File: src/rtl/lir_pkg.sv
package lir_pkg;
    localparam int ADDR_W  = 8;
    localparam int DATA_W  = 32;
    localparam int GRP_W   = 4;
    localparam int PEND_W  = 10;
    localparam int MBOX_LO = 4;
    localparam int GPU_BIT = 8;
    localparam int PMU_BIT = 9;

    localparam logic [ADDR_W-1:0] OFF_ROUTE   = 8'h0C;
    localparam logic [ADDR_W-1:0] OFF_PMU_SET = 8'h10;
    localparam logic [ADDR_W-1:0] OFF_PMU_CLR = 8'h14;
    localparam logic [ADDR_W-1:0] OFF_TCTL    = 8'h40;
    localparam logic [ADDR_W-1:0] OFF_MCTL    = 8'h50;
    localparam logic [ADDR_W-1:0] OFF_IPEND   = 8'h60;
    localparam logic [ADDR_W-1:0] OFF_FPEND   = 8'h70;

    typedef struct packed {
        logic [GRP_W-1:0] fiq;
        logic [GRP_W-1:0] irq;
    } src_ctl_t;

    typedef struct packed {
        logic       fiq_on;
        logic [1:0] fiq_cpu;
        logic [1:0] irq_cpu;
    } gpu_route_t;

    localparam gpu_route_t ROUTE_RST = '{fiq_on: 1'b0, fiq_cpu: 2'd0, irq_cpu: 2'd0};

    // Steer one group of lines: FIQ enable wins over IRQ enable.
    function automatic logic [2*GRP_W-1:0] steer_grp(logic [GRP_W-1:0] lines, src_ctl_t ctl);
        logic [GRP_W-1:0] to_f;
        logic [GRP_W-1:0] to_i;
        to_f = lines & ctl.fiq;
        to_i = lines & ctl.irq & ~ctl.fiq;
        return {to_f, to_i};
    endfunction
endpackage

File: src/rtl/lir_regs.sv
module lir_regs
    import lir_pkg::*;
#(
    parameter int NCPU = 4
) (
    input  logic              clk,
    input  logic              rst,
    input  logic              wr_en,
    input  logic [ADDR_W-1:0] wr_addr,
    input  logic [DATA_W-1:0] wr_data,
    output src_ctl_t          tctl_q [NCPU],
    output src_ctl_t          mctl_q [NCPU],
    output gpu_route_t        route_q,
    output logic [NCPU-1:0]   pmu_en_q
);
    logic [NCPU-1:0] set_m;
    logic [NCPU-1:0] clr_m;

    assign set_m = (wr_en && wr_addr == OFF_PMU_SET) ? wr_data[NCPU-1:0] : '0;
    assign clr_m = (wr_en && wr_addr == OFF_PMU_CLR) ? wr_data[NCPU-1:0] : '0;

    always_ff @(posedge clk) begin
        if (rst) begin
            route_q  <= ROUTE_RST;
            pmu_en_q <= '0;
        end else begin
            if (wr_en && wr_addr == OFF_ROUTE)
                route_q <= gpu_route_t'(wr_data[4:0]);
            pmu_en_q <= (pmu_en_q | set_m) & ~clr_m;
        end
    end

    for (genvar c = 0; c < NCPU; c++) begin : g_ctl
        localparam logic [ADDR_W-1:0] T_ADDR = OFF_TCTL + ADDR_W'(4 * c);
        localparam logic [ADDR_W-1:0] M_ADDR = OFF_MCTL + ADDR_W'(4 * c);
        always_ff @(posedge clk) begin
            if (rst) begin
                tctl_q[c] <= '0;
                mctl_q[c] <= '0;
            end else if (wr_en) begin
                if (wr_addr == T_ADDR) tctl_q[c] <= src_ctl_t'(wr_data[7:0]);
                if (wr_addr == M_ADDR) mctl_q[c] <= src_ctl_t'(wr_data[7:0]);
            end
        end
    end
endmodule

File: src/rtl/lir_cpu_route.sv
module lir_cpu_route
    import lir_pkg::*;
#(
    parameter int CPU_ID = 0
) (
    input  logic [GRP_W-1:0]  timer_i,
    input  logic [GRP_W-1:0]  mbox_i,
    input  logic              gpu_i,
    input  logic              pmu_i,
    input  src_ctl_t          tctl,
    input  src_ctl_t          mctl,
    input  gpu_route_t        route,
    input  logic              pmu_en,
    output logic [PEND_W-1:0] ipend,
    output logic [PEND_W-1:0] fpend
);
    localparam logic [1:0] ME = 2'(CPU_ID);

    logic [2*GRP_W-1:0] t_st;
    logic [2*GRP_W-1:0] m_st;
    logic               gpu_f;
    logic               gpu_i_here;

    always_comb begin
        t_st       = steer_grp(timer_i, tctl);
        m_st       = steer_grp(mbox_i, mctl);
        gpu_f      = gpu_i && route.fiq_on && route.fiq_cpu == ME;
        gpu_i_here = gpu_i && !route.fiq_on && route.irq_cpu == ME;

        ipend = {pmu_i & pmu_en, gpu_i_here, m_st[GRP_W-1:0], t_st[GRP_W-1:0]};
        fpend = {1'b0, gpu_f, m_st[2*GRP_W-1:GRP_W], t_st[2*GRP_W-1:GRP_W]};
    end
endmodule

File: src/rtl/local_irq_router.sv
module local_irq_router
    import lir_pkg::*;
#(
    parameter int NCPU = 4
) (
    input  logic                  clk,
    input  logic                  rst,
    input  logic                  wr_en,
    input  logic [ADDR_W-1:0]     wr_addr,
    input  logic [DATA_W-1:0]     wr_data,
    input  logic [ADDR_W-1:0]     rd_addr,
    output logic [DATA_W-1:0]     rd_data,
    input  logic [NCPU*GRP_W-1:0] timer_i,
    input  logic [NCPU*GRP_W-1:0] mbox_i,
    input  logic                  gpu_i,
    input  logic [NCPU-1:0]       pmu_i,
    output logic [NCPU-1:0]       irq_o,
    output logic [NCPU-1:0]       fiq_o
);
    localparam int FLAT_W = NCPU * PEND_W;

    src_ctl_t          tctl_q [NCPU];
    src_ctl_t          mctl_q [NCPU];
    gpu_route_t        route_q;
    logic [NCPU-1:0]   pmu_en_q;
    logic [PEND_W-1:0] ipend [NCPU];
    logic [PEND_W-1:0] fpend [NCPU];
    logic [FLAT_W-1:0] ipend_flat;
    logic [FLAT_W-1:0] fpend_flat;

    lir_regs #(.NCPU(NCPU)) regs_i (
        .clk     (clk),
        .rst     (rst),
        .wr_en   (wr_en),
        .wr_addr (wr_addr),
        .wr_data (wr_data),
        .tctl_q  (tctl_q),
        .mctl_q  (mctl_q),
        .route_q (route_q),
        .pmu_en_q(pmu_en_q)
    );

    for (genvar c = 0; c < NCPU; c++) begin : g_cpu
        lir_cpu_route #(.CPU_ID(c)) route_i (
            .timer_i(timer_i[c*GRP_W +: GRP_W]),
            .mbox_i (mbox_i[c*GRP_W +: GRP_W]),
            .gpu_i  (gpu_i),
            .pmu_i  (pmu_i[c]),
            .tctl   (tctl_q[c]),
            .mctl   (mctl_q[c]),
            .route  (route_q),
            .pmu_en (pmu_en_q[c]),
            .ipend  (ipend[c]),
            .fpend  (fpend[c])
        );
        assign irq_o[c] = |ipend[c];
        assign fiq_o[c] = |fpend[c];
        assign ipend_flat[c*PEND_W +: PEND_W] = ipend[c];
        assign fpend_flat[c*PEND_W +: PEND_W] = fpend[c];
    end

    // Read mux: per-CPU words are grouped by the upper nibble, CPU by bits [3:2].
    logic [ADDR_W-1:0] rd_base;
    logic [1:0]        rd_cpu;
    logic              rd_cpu_ok;

    always_comb begin
        rd_base   = {rd_addr[ADDR_W-1:4], 4'h0};
        rd_cpu    = rd_addr[3:2];
        rd_cpu_ok = (32'(rd_cpu) < NCPU) && (rd_addr[1:0] == 2'b00);
        rd_data   = '0;
        if (rd_addr == OFF_ROUTE) begin
            rd_data[4:0] = route_q;
        end else if (rd_addr == OFF_PMU_SET) begin
            rd_data[NCPU-1:0] = pmu_en_q;
        end else if (rd_cpu_ok) begin
            case (rd_base)
                OFF_TCTL:  rd_data[7:0]        = tctl_q[rd_cpu];
                OFF_MCTL:  rd_data[7:0]        = mctl_q[rd_cpu];
                OFF_IPEND: rd_data[PEND_W-1:0] = ipend[rd_cpu];
                OFF_FPEND: rd_data[PEND_W-1:0] = fpend[rd_cpu];
                default:   rd_data             = '0;
            endcase
        end
    end
endmodule

File: config.mk
export PLATFORM = sky130hd
export DESIGN_NAME = local_irq_router
export DESIGN_NICKNAME = d
export VERILOG_FILES = /design/src/rtl/lir_pkg.sv /design/src/rtl/lir_regs.sv /design/src/rtl/lir_cpu_route.sv /design/src/rtl/local_irq_router.sv
export SDC_FILE = /design/constraint.sdc
export NUM_CORES = 1
export LEC_CHECK = 0
export BUFFER_PORTS_ARGS = -buffer_cell sky130_fd_sc_hd__buf_2
export CAP_MARGIN = 30
export CORE_UTILIZATION = 50
export CTS_BUF_LIST = sky130_fd_sc_hd__clkbuf_16
export DETAILED_ROUTE_END_ITERATION = 10
export MAX_ROUTING_LAYER = met4
export PLACE_DENSITY_LB_ADDON = 0.1
export SLEW_MARGIN = 20
export SYNTH_ARGS = -nofsm -noshare
export SYNTH_HDL_FRONTEND = slang
export SYNTH_SLANG_ARGS = --single-unit
File: constraint.sdc
create_clock -name clk -period 3 [get_ports clk]
set_clock_uncertainty 0.1 [all_clocks]
set_input_delay 0.6 -clock clk [delete_from_list [all_inputs] [get_ports clk]]
set_output_delay 0.6 -clock clk [all_outputs]
set_load 0.02 [all_outputs]
Word level (Yosys, flattened, before mapping)
Index checks and enable logic that the tools add are counted.

word-level totals
  word-level logic and storage cells = 138
  register bits after elaboration = 73

cells by class
  equal/unequal tests = 23
  bitwise operators = 40
  reduce and logical (&&, ||, !) cells = 33
  multiplexer cells = 21
  magnitude comparators = 1

operator list
  cell                count
  $and 4x4->4         25
  $eq 8x7->1 const B  8
  $mux 10             5
  $bmux 10 s2         2
  $reduce_or 10->1    4
  $not 4->4           9
  $reduce_or 9->1     4
  $bmux 8 s2          2
  $mux 8              4
  $pmux 8 s4          1
  $mux 27             1
  $eq 8x5->1 const B  3
  $eq 4x3->1 const B  4
  $eq 8x4->1 const B  2
  $reduce_and 2->1    8
  $logic_and 1x1->1   13
  $mux 4              3
  $eq 2x2->1 const B  4
  $logic_not 2->1     3
  $mux 6              1
  $mux 5              1
  $and 1x1->1         4
  $eq 2x1->1 const B  2
  $or 4x4->4          1
  4 further kinds     4

Logic depth before layout (Yosys ltp)
  depth after elaboration = 10
  mapped depth = 7
  mapped depth without buffers = 4

By module
A second synthesis with hierarchy kept.

second synthesis, totals
  cells, all modules = 507
  area, all modules = 5370.2 um^2

by module, submodules not included
  module                                 sequential area each (um^2)  cells each  instances  area an instance (um^2)
  lir_regs                               1461.4                       268         1          3007.9
  local_irq_router                       0.0                          147         1          1656.6
  lir_cpu_route at g_cpu[1].route_i ...  0.0                          23          2          176.4
  lir_cpu_route at g_cpu[0].route_i      0.0                          23          1          180.2
  lir_cpu_route at g_cpu[3].route_i      0.0                          23          1          172.7

Least setup slack after synthesis
OpenSTA, ideal clock, no wires.

  path type = in2out
  from = in rd_addr[2]
  to = out rd_data[9]
  data required time = 2.300 ns
  cell stages on the path = 5
  arrival time = 2.449 ns
  path slack = -0.149 ns
  path through = buf_2 -> buf_2 -> buf_1 -> a311oi_1 -> a2111oi_0

between the ends
  cells in the longest elaborated chain, start to end = 8
  elaborated cells on any way between the ends = 13

RTL lines
  item                                     RTL line                                        source
  from (decl)                              local_irq_router.sv:11                          input logic [ADDR_W-1:0] rd_addr,
  $not 2->3 (not written as such)          local_irq_router.sv:80, local_irq_router.sv:81
  $bmux 10 s2 (on tied branches)           local_irq_router.sv:81, local_irq_router.sv:80
  $mux 10 (on tied branches) (2 in a row)  local_irq_router.sv:81, local_irq_router.sv:80
  $pmux 2 s2                               local_irq_router.sv:77                          case (rd_base)
  $mux 10                                  local_irq_router.sv:76                          end else if (rd_cpu_ok) begin
  $mux 6                                   local_irq_router.sv:74                          end else if (rd_addr == OFF_PMU_SET) begin
  $mux 27 *                                local_irq_router.sv:72                          if (rd_addr == OFF_ROUTE) begin
  to (decl)                                local_irq_router.sv:12                          output logic [DATA_W-1:0] rd_data,

Every way passes the cells marked *; elsewhere a longest branch is shown, timed or not. The select of a mux whose other input is x is not followed.

Worst setup path in the final report
  from = in rd_addr[5]
  to = out rd_data[1]

between the ends
  cells in the longest elaborated chain, start to end = 5
  elaborated cells on any way between the ends = 10

RTL lines
  item        RTL line
  $eq 4x3->1  local_irq_router.sv:77
  $pmux 8 s4  local_irq_router.sv:77
  $mux 10     local_irq_router.sv:76
  $mux 4      local_irq_router.sv:74
  $mux 5 *    local_irq_router.sv:72

Every way passes the cells marked *; elsewhere a longest branch is shown, timed or not.

==> metrics <==
status complete, no violations; Bufs on Longest Clock Path 2; Mapped Area 4880 µm²; Crit Path Class in -> out; Worst-path clk slew 0.06 ns; RSZ-0062 raised after global routing false; Synth top area share 29.9%; overall die height 101 µm; Vias/cell 6.25; f_max 344 MHz; final setup fails 0; largest net degree at the start of global routing 33; Fin Setup TNS 0 ns; Req. time, crit path 2.30 ns; Max Slew Vio Count 0; CP max FO 6; via count 4714; die area 10200 µm²; Yosys cell types 60; Sink Count 73; routed len/inst 22.8 µm; fraction of layout cells with a size suffix above 1 24.2%; Tcrit/Tclk final 97.0%; H-tree depth 3; PortBufs 81; CTS Hold Bufs 0; Critical-path top delay cell or4_4; CP top delay family simple AND/OR/NAND/NOR gates; GR Overflow Total 0; placed cells 738; crit-path max cell delay 0.59 ns; #FFs+latches synth 73; register area share after synthesis 29.9%; worst-path cell chain buf_2, or4_4, a211oi_1, buf_4, o22ai_1, a31oi_1, buf_2; Most common cell on crit path buf_2; Post-Syn Area per Cell 8.99 µm²; post-route ant nets 0; CTS tree built; wirelength, routed 17.2 mm; Die Wd 101 µm; Num CTS Buffers 9; GP Congestion 1.00; Design Area, Final 5760 µm²; initial antenna violation count 0; max-cap viol count 0; Post-Syn Instances 543; Initial DRC Count 416; Worst VDD drop 0.274 mV; Tmin final 2.91 ns; clk_lat worst skew 0.33 ns; Rel. slew slack 48.0%; dominant cell type by area after synthesis dfxtp_1; fin worst setup slack 0.0895 ns; Arr. time, crit path 2.21 ns; placed cell area 5410 µm²; CORE AREA 9330 µm²; Net count, final 708; Final Hold Viols 0; LEAKAGE 2.66 nW; Post-synth ARST share 0%; Initial Utilization 52.3%; Final Core Density 61.8%; CTS Root Cell clkbuf_16; vias in the first global route 4397; register area 1460 µm²; residual DRC count 0; GRT Util Overall 36.0%; ANT cells 0; EDFF count, synth 0; DP Worst Slack 0.0272 ns; ys flop type dfxtp_1; post-route non-filler standard cell count 754; drt pass-1 iters 5; DP HPWL 13.2 mm; yosys warns 0; dominant cells by area after synthesis dfxtp_1 (30%), mux2i_1 (15%), mux4_2 (7.8%), nor2_1 (5.8%), nand3b_1 (4.2%); I/O pins 128; CP Buf/Inv Count 3; multi-input logic area 3170 µm²; CP Launch Type input port; FP Rows 35; first-pass GRT wire length 25.8 mm; Pwr Density 426 nW/µm²; CP Capture Type output port; Final Power 2.45 mW; WHS 0.432 ns; class of the worst hold path reg -> reg; Tightest Pin Transition 0.769 ns; fill count 869; synth-to-layout area growth 18.1%
-- per-layer routing --
| metal | routed length (µm) | track usage [%] | up-vias |
|---|---|---|---|
| met2 | 7930 | 55.2 | 241 |
| met3 | 1240 | 5.06 | 31 |
| li1 | - | - | 2149 |
| met5 | 0 | - | - |
| met4 | 431 | 11.3 | 0 |
| met1 | 7570 | 49.3 | 2293 |
-- cell type report --
| class | instances | area share (%) |
|---|---|---|
| Multi-Input combinational cell | 426 | 55.0 |
| Timing Repair Buffer | 106 | 10.7 |
| Inverter | 4 | 0.261 |
| Clock inverter | 7 | 1.93 |
| Sequential cell | 73 | 25.4 |
| Tap cell | 129 | 2.80 |
| Clock buffer | 9 | 3.91 |
-- sequential cells by signal (all words and copies together) (netlist names) --
signal / count
regs_i.mctl_q: 32
regs_i.tctl_q: 32
regs_i.route_q: 5
regs_i.pmu_en_q: 4
-- cell usage in the layout, fill, tap and decap left out, types with 5 or more instances in the layout --
master / synthesis / final
a211oi_1: 8 / 6
a21oi_1: 5 / 5
a22oi_1: 10 / 10
a31oi_1: 9 / 9
buf_2: 13 / 81
buf_4: 23 / 23
clkbuf_16: 0 / 9
conb_1: 1 / 22
dfxtp_1: 73 / 73
mux2i_1: 73 / 73
mux4_2: 17 / 17
nand2_1: 46 / 46
nand3_1: 14 / 14
nand3_2: 6 / 6
nand3b_1: 27 / 27
nand4_1: 11 / 11
nor2_1: 76 / 76
nor2b_1: 6 / 6
o211ai_1: 10 / 10
o21ai_0: 6 / 6
o22ai_1: 11 / 11
-- path summary, 6_finish.rpt --
| check | from | endpoint | slack (ns) | cells after the start |
|---|---|---|---|---|
| setup / recovery | rd_addr[5] | rd_data[1] | 0.09 | 7 |
| hold / removal | regs_i.tctl_q[0]$_SDFFE_PP0P_ | regs_i.tctl_q[0]$_SDFFE_PP0P_ | 0.43 | 2 |
| setup reg to reg | regs_i.route_q[0]$_SDFFE_PP0P_ | regs_i.route_q[0]$_SDFFE_PP0P_ | 2.04 | 2 |
| hold reg to reg | regs_i.tctl_q[0]$_SDFFE_PP0P_ | regs_i.tctl_q[0]$_SDFFE_PP0P_ | 0.43 | 2 |
-- report_power, final --
group	leakage [nW]	internal [mW]	switching [mW]	total (mW)
clock network	0.172	0.807	0.424	1.23
registers	0.588	0.970	0.00141	0.972
logic	1.90	0.0896	0.161	0.250
-- worst min-delay path, stage by stage, from the launching register on --
cell and delay (ns):
dfxtp_1 0.35, mux2i_1 0.08, nor2_1 0.07
-- cell families (layout without fill, tap and decap cells) --
family                    Yosys count  in the layout  synth area share, %
buffers and inverters              65            126                 7.10
DFF                                73             73                 29.9
AOI/OAI and AO/OA                  79             79                 11.6
xor gates and xnor gates            4              4                0.718
other                               1             22               0.0768
and+or+nand+nor                   226            226                 25.3
muxes                              95             95                 25.2
-- cell usage after synthesis (3+ instances only) --
| cell type | instances |
|---|---|
| nor4bb_1 | 4 |
| nand4b_1 | 4 |
| o211ai_1 | 10 |
| nand3b_1 | 27 |
| a211oi_1 | 8 |
| o21ai_0 | 6 |
| dfxtp_1 | 73 |
| and2_1 | 3 |
| a311oi_1 | 3 |
| nor4b_1 | 3 |
| nor2_1 | 76 |
| buf_4 | 23 |
| nor2b_1 | 6 |
| a21oi_1 | 5 |
| nand4bb_1 | 4 |
| mux2i_1 | 73 |
| a22oi_1 | 10 |
| mux4_1 | 4 |
| clkbuf_1 | 23 |
| nand2_1 | 46 |
| nand3_2 | 6 |
| and3_1 | 4 |
| nand3_1 | 14 |
| buf_2 | 13 |
| o22ai_1 | 11 |
| mux4_2 | 17 |
| a31oi_1 | 9 |
| nand4_1 | 11 |
-- timing repair --
action / in CTS / in global routing
gates resized for setup: 0 / 4
setup endpoints to repair: 0 / 4
buffers inserted: 0 / 0
(Power assumes the default switching activity.)
